File: config.mk
export PLATFORM = sky130hd
export DESIGN_NAME = dual_interval_timer
export DESIGN_NICKNAME = d
export VERILOG_FILES = /design/src/rtl/dit_pkg.sv /design/src/rtl/dit_prescaler.sv /design/src/rtl/dit_timer.sv /design/src/rtl/dit_pend.sv /design/src/rtl/dual_interval_timer.sv
export SDC_FILE = /design/constraint.sdc
export NUM_CORES = 1
export LEC_CHECK = 0
export ABC_CLOCK_PERIOD_IN_PS = 3700
export CORE_ASPECT_RATIO = 0.7
export CORE_MARGIN = 10
export CORE_UTILIZATION = 33
export DETAILED_ROUTE_END_ITERATION = 8
export GPL_ROUTABILITY_DRIVEN = 0
export GPL_TIMING_DRIVEN = 0
export PLACE_DENSITY = 0.58
export SYNTH_ARGS = -nofsm -noshare
export SYNTH_HDL_FRONTEND = slang
export SYNTH_SLANG_ARGS = --single-unit
File: constraint.sdc
create_clock -name clk -period 3.7 [get_ports clk]
set_clock_uncertainty 0.05 [all_clocks]
set_input_delay 0.555 -clock clk [delete_from_list [all_inputs] [get_ports clk]]
set_output_delay 0.555 -clock clk [all_outputs]
set_load 0.005 [all_outputs]
File: src/rtl/dit_pkg.sv
package dit_pkg;
  localparam int DIV_W   = 8;
  localparam int CNT_W   = DIV_W + 1;
  localparam int FIELD_W = DIV_W + 4;
  localparam int N_TMR   = 2;
  localparam int CTRL_W  = N_TMR * FIELD_W;
  localparam int ACK_BIT = DIV_W + 1;
  localparam int RUN_BIT = DIV_W;

  typedef enum logic [1:0] {
    SEL_FAST  = 2'd0,
    SEL_SLOW  = 2'd1,
    SEL_PRESC = 2'd2,
    SEL_CHAIN = 2'd3
  } tick_sel_e;

  typedef struct packed {
    tick_sel_e        sel;
    logic             run;
    logic [DIV_W-1:0] div;
  } tmr_cfg_t;

  // Divider field to reload value; zero stands for the full range.
  function automatic logic [CNT_W-1:0] load_of(input logic [DIV_W-1:0] div);
    if (div == '0) return CNT_W'(1 << DIV_W);
    return {1'b0, div};
  endfunction

  // Extract the stored part of one timer's control field.
  function automatic tmr_cfg_t cfg_of(input logic [FIELD_W-1:0] f);
    tmr_cfg_t c;
    c.sel = tick_sel_e'(f[FIELD_W-1 -: 2]);
    c.run = f[RUN_BIT];
    c.div = f[DIV_W-1:0];
    return c;
  endfunction

  // Next count of a running timer on a tick.
  function automatic logic [CNT_W-1:0] step_of(input logic [CNT_W-1:0] cnt,
                                               input logic [CNT_W-1:0] load);
    if (cnt <= CNT_W'(1)) return load;
    return cnt - CNT_W'(1);
  endfunction
endpackage

File: src/rtl/dit_prescaler.sv
module dit_prescaler #(
  parameter int PW = 16
) (
  input  logic          clk,
  input  logic          rst_n,
  input  logic          tick_in,
  input  logic          we,
  input  logic [PW-1:0] wdata,
  output logic [PW-1:0] cnt_o,
  output logic          tick_o
);
  logic [PW-1:0] reload_q;
  logic [PW-1:0] cnt_q;
  logic          at_end;

  assign at_end = cnt_q <= PW'(1);
  assign tick_o = tick_in && at_end && !we;
  assign cnt_o  = cnt_q;

  always_ff @(posedge clk or negedge rst_n) begin
    if (!rst_n) begin
      reload_q <= '0;
      cnt_q    <= '0;
    end else if (we) begin
      reload_q <= wdata;
      cnt_q    <= wdata;
    end else if (tick_in) begin
      cnt_q <= at_end ? reload_q : cnt_q - PW'(1);
    end
  end
endmodule

File: src/rtl/dit_timer.sv
module dit_timer
  import dit_pkg::*;
(
  input  logic             clk,
  input  logic             rst_n,
  input  tmr_cfg_t         cfg,
  input  logic             tick_fast,
  input  logic             tick_slow,
  input  logic             tick_presc,
  input  logic             tick_chain,
  output logic [CNT_W-1:0] cnt_o,
  output logic             uf_o
);
  logic [CNT_W-1:0] cnt_q;
  logic [CNT_W-1:0] load;
  logic             tick;

  assign load = load_of(cfg.div);

  always_comb begin
    case (cfg.sel)
      SEL_FAST:  tick = tick_fast;
      SEL_SLOW:  tick = tick_slow;
      SEL_PRESC: tick = tick_presc;
      default:   tick = tick_chain;
    endcase
  end

  assign uf_o  = cfg.run && tick && (cnt_q <= CNT_W'(1));
  assign cnt_o = cnt_q;

  always_ff @(posedge clk or negedge rst_n) begin
    if (!rst_n)        cnt_q <= load_of('0);
    else if (!cfg.run) cnt_q <= load;
    else if (tick)     cnt_q <= step_of(cnt_q, load);
  end
endmodule

File: src/rtl/dit_pend.sv
module dit_pend #(
  parameter int N = 2
) (
  input  logic         clk,
  input  logic         rst_n,
  input  logic [N-1:0] uf,
  input  logic [N-1:0] ack,
  input  logic         mask_we,
  input  logic [N-1:0] mask_wdata,
  output logic [N-1:0] pend_o,
  output logic [N-1:0] mask_o,
  output logic         irq_o
);
  logic [N-1:0] pend_q;
  logic [N-1:0] mask_q;

  for (genvar i = 0; i < N; i++) begin : g_flag
    always_ff @(posedge clk or negedge rst_n) begin
      if (!rst_n)      pend_q[i] <= 1'b0;
      else if (uf[i])  pend_q[i] <= 1'b1;
      else if (ack[i]) pend_q[i] <= 1'b0;
    end
  end

  always_ff @(posedge clk or negedge rst_n) begin
    if (!rst_n)       mask_q <= '0;
    else if (mask_we) mask_q <= mask_wdata;
  end

  assign pend_o = pend_q;
  assign mask_o = mask_q;
  assign irq_o  = |(pend_q & mask_q);
endmodule

File: src/rtl/dual_interval_timer.sv
module dual_interval_timer
  import dit_pkg::*;
#(
  parameter int PRESC_W = 16
) (
  input  logic               clk,
  input  logic               rst_n,
  input  logic               tick_fast,
  input  logic               tick_slow,
  input  logic               ctrl_we,
  input  logic [CTRL_W-1:0]  ctrl_wdata,
  input  logic               presc_we,
  input  logic [PRESC_W-1:0] presc_wdata,
  input  logic               mask_we,
  input  logic [N_TMR-1:0]   mask_wdata,
  output logic [CNT_W-1:0]   cnt0,
  output logic [CNT_W-1:0]   cnt1,
  output logic [PRESC_W-1:0] presc_cnt,
  output logic [N_TMR-1:0]   pend,
  output logic               irq
);
  tmr_cfg_t         cfg_q [N_TMR];
  logic [CNT_W-1:0] cnt   [N_TMR];
  logic [N_TMR-1:0] uf;
  logic [N_TMR-1:0] ack;
  logic [N_TMR-1:0] run_q;
  logic [N_TMR-1:0] mask_q;
  logic             presc_tick;
  logic             chain1;

  dit_prescaler #(.PW(PRESC_W)) u_presc (
    .clk(clk), .rst_n(rst_n), .tick_in(tick_fast),
    .we(presc_we), .wdata(presc_wdata),
    .cnt_o(presc_cnt), .tick_o(presc_tick)
  );

  for (genvar i = 0; i < N_TMR; i++) begin : g_tmr
    logic [FIELD_W-1:0] fld;
    logic               chain_in;
    assign fld    = ctrl_wdata[i*FIELD_W +: FIELD_W];
    assign ack[i] = ctrl_we && fld[ACK_BIT];
    assign run_q[i] = cfg_q[i].run;

    always_ff @(posedge clk or negedge rst_n) begin
      if (!rst_n)       cfg_q[i] <= '0;
      else if (ctrl_we) cfg_q[i] <= cfg_of(fld);
    end

    if (i == 0) begin : g_head
      assign chain_in = 1'b0;
    end else begin : g_link
      assign chain_in = uf[i-1];
    end

    dit_timer u_tmr (
      .clk(clk), .rst_n(rst_n), .cfg(cfg_q[i]),
      .tick_fast(tick_fast), .tick_slow(tick_slow),
      .tick_presc(presc_tick), .tick_chain(chain_in),
      .cnt_o(cnt[i]), .uf_o(uf[i])
    );
  end

  assign chain1 = (cfg_q[1].sel == SEL_CHAIN);

  dit_pend #(.N(N_TMR)) u_pend (
    .clk(clk), .rst_n(rst_n), .uf(uf), .ack(ack),
    .mask_we(mask_we), .mask_wdata(mask_wdata),
    .pend_o(pend), .mask_o(mask_q), .irq_o(irq)
  );

  assign cnt0 = cnt[0];
  assign cnt1 = cnt[1];
endmodule

==> qor.csv <==
stage;metric;value;unit
die;start_util;0.3440;
worst_setup_path;rr_endpoint;g_tmr[0].u_tmr.cnt_o[6]$_DFFE_PN0P_;
synth;syn_inst;426;
synth;synth-simple-area-share;0.1774;
synth;synth_compound_area_frac;0.1932;
worst_setup_path;cp.required;3.87;ns
worst_setup_path;end_kind;flop;
finish;multiInputGateArea;2029;µm²
synth;synth_xor_area_frac;0.006400;
clocking;cts_hold_buf;0;
finish;area_growth;34.20;%
worst_setup_path;worstRegToRegCells;8;
clocking;cts_resized;0;
drt;viasPerCell;5.401;
global_route;grt_pass1_vias;3674;
timing;relSlewSlack;0.3021;
finish;utilization;0.4617;
synth;yosys.area_share.adder;0.01829;
flow_run;drv_cap;0;
timing;finalMaxSlewViolations;0;
clocking;cts_max_path_buffers;2;
synth;synth.top_cell.area_share;0.4511;
clocking;cts_tree;yes;
timing;setup_viol;0;
die;design.core.area;11930;µm²
drt;antenna_left;0;
power;power.density;476.4;nW/µm²
global_route;grt_use_met3;0.03821;
synth;synth_area_leaders;dfrtp_1, mux2_2, o21ai_0, nand2_1, nor2_1;
clocking;clk-insertion-delay-late;0.33;ns
timing;worstMarginPinSlew;1.038;ns
min_path;hp-class;input pin to asynchronous set/reset pin;
finish;regArea;1904;µm²
synth;synthesis.area;4105;µm²
timing;fin_crit_sh;0.8638;
synth;synthMuxAreaShare;0.09906;
global_route;top_usage_layer;met1;
worst_setup_path;crit_fanout;10;
drt;initialDrtViolationCount;313;
drt;dr.pass1.iters;5;
placement;place_inst;667;
global_route;antenna_found_initial;0;
finish;drive_gt1_frac;0.1236;
worst_setup_path;crit_arrival;3.36;ns
synth;seq_area_frac_synth;0.4639;
drt;route.detailed.drc;0;
clocking;postCtsSetupBuffers;0;
placement;pre_cts_slack;0.5733;ns
synth;synth.most_common_cell;dfrtp_1;
global_route;track_usage;0.1412;
timing;setup_slack;0.5040;ns
global_route;use_met2;0.2008;
finish;layout.cells.non_filler;683;
synth;synth_top_family_by_area;compound AO/OA/AOI/OAI gates;
worst_setup_path;critPathLaunchType;flop;
synth;yosys.cell_types.count;61;
finish;diodes;0;
timing;setup_tns;0;ns
synth;yosys.area.top_type;dfrtp_1;
die;ioPinCount;86;
synth;synth_warnings;0;
status;status;finished clean;
timing;fin_crit;3.196;ns
finish;nNetsFinal;576;
die;num_rows;33;
synth;synth_commonest_cells;dfrtp_1, o21ai_0, nand2_1;
drt;drt_wl_total;12.26;mm
synth;synth_ff_type;dfrtp_1;
worst_setup_path;path_class;flop to flop;
timing;hold_violations;0;
timing;max_freq;312.9;MHz
synth;synthArstFlopShare;1.000;
drt;wl_per_cell;17.96;µm
clocking;cts.htree.levels;3;
timing;hold_ws;0.04864;ns
synth;ys_ff_latch;76;
timing;rsz0062_at_grt;false;
power;ir_drop;0.2717;mV
synth;syn-num-nets;481;
global_route;grt-ovfl-total;0;
worst_setup_path;r2r-start;u_presc.cnt_o[0]$_DFFE_PN0P_;
worst_setup_path;reg2reg_slack;0.50;ns
global_route;grt_pass1_wl;20.29;mm
die;die_w;153.3;µm
placement;numPortBuffers;83;
drt;num_vias;3689;
clocking;numCtsBuffers;9;
placement;dp_hpwl;9.167;mm
global_route;met1_usage;0.2044;
clocking;clock-sinks;76;
global_route;grt_max_degree;60;
clocking;clkTransAtPathRegs;0.06;ns
synth;synth.avg_cell_area;9.637;µm²
synth;synth_edf_count;0;
worst_setup_path;startpoint;u_presc.cnt_o[0]$_DFFE_PN0P_;
clocking;root_buffer;clkbuf_16;
power;leakagePower;2.217;nW
die;die_h;113.3;µm
die;dieArea;17370;µm²
finish;fillers;1151;
critical path, stage by stage (launching register included):
cell and delay [ns]:
dfrtp_1 0.47, inv_1 0.09, ha_1 0.21, nor2_1 0.07, nor4_2 0.78, a31oi_1 0.52, nor4_2 0.35, mux2_2 0.37
a22o_1 0.17
how the worst max path moves through the flow:
stage	to	slack (ns)	depth (start not counted)
after floorplan	g_tmr[0].u_tmr.cnt_o[6]$_DFFE_PN0P_	1.02	7
after global placement	g_tmr[0].u_tmr.cnt_o[1]$_DFFE_PN0P_	-0.86	1
after detailed placement	g_tmr[0].u_tmr.cnt_o[6]$_DFFE_PN0P_	0.57	8
after CTS	g_tmr[0].u_tmr.cnt_o[6]$_DFFE_PN0P_	0.54	8
after global routing	g_tmr[0].u_tmr.cnt_o[6]$_DFFE_PN0P_	0.25	8
final	g_tmr[0].u_tmr.cnt_o[6]$_DFFE_PN0P_	0.50	8
layout by cell type, fill, tap and decap left out, types with 3 or more instances in the layout:
master / count
inv_1: 23
a31oi_1: 7
mux2i_1: 8
a32o_1: 3
nor4_1: 9
nand3_1: 13
o21a_1: 3
or4_1: 8
nor3_1: 11
mux2_2: 29
o21ai_0: 46
clkbuf_1: 16
bufinv_16: 3
o22ai_1: 5
clkbuf_16: 9
nor2b_1: 3
a21boi_0: 3
ha_1: 6
nand2b_1: 4
clkdlybuf4s50_1: 82
nor2_1: 31
a211oi_1: 3
or3_1: 3
nand2_1: 38
a22o_1: 4
dfrtp_1: 74
a22oi_1: 4
o31ai_1: 6
a21oi_1: 19
o2bb2ai_1: 3
flip-flops by register name, indices dropped and copies added, names as in the netlist:
register / cells
u_presc.reload_q: 16
cfg_q: 22
u_presc.cnt_o: 16
u_pend.pend_o: 2
g_tmr.u_tmr.cnt_o: 18
u_pend.mask_o: 2
kinds of logic (layout without fill, tap and decap cells):
family	count (synthesis)	after routing
xor+xnor	3	3
fa+ha+maj	6	6
buf+inv	42	142
flops	76	76
compound gates	124	124
mux	37	37
simple gates	138	138
where the power goes:
group	switching, mW	internal [mW]
Clock	0.338	0.695
Combinational	0.252	0.288
Sequential	0.123	0.929
layer usage:
metal | wire [µm] | up-vias | share of wire
met1 | 6248 | 1810 | 0.51
met2 | 5224 | 112 | 0.43
li1 | - | 1761 | -
met3 | 711 | 6 | 0.058
met4 | 79 | 0 | 0.0064
met5 | 0 | - | 0
final cells by class:
class,count,share of cell area
inverters,23,0.01567
clock inverters,4,0.01726
multi-input cells,308,0.3684
well taps,157,0.03566
flip-flops and latches,76,0.3457
plain buffers,19,0.01544
clock buffers,12,0.04656
repair buffers,84,0.1553
through the flow:
stage / power, mW / cell area (µm²)
floorplan: 1.320 / 4105
global placement: 1.593 / 5132
detailed placement: 1.607 / 5157
CTS: 2.656 / 5509
global route: 2.772 / 5509
finish: 2.625 / 5509
Power figures use the tool's default switching activity.
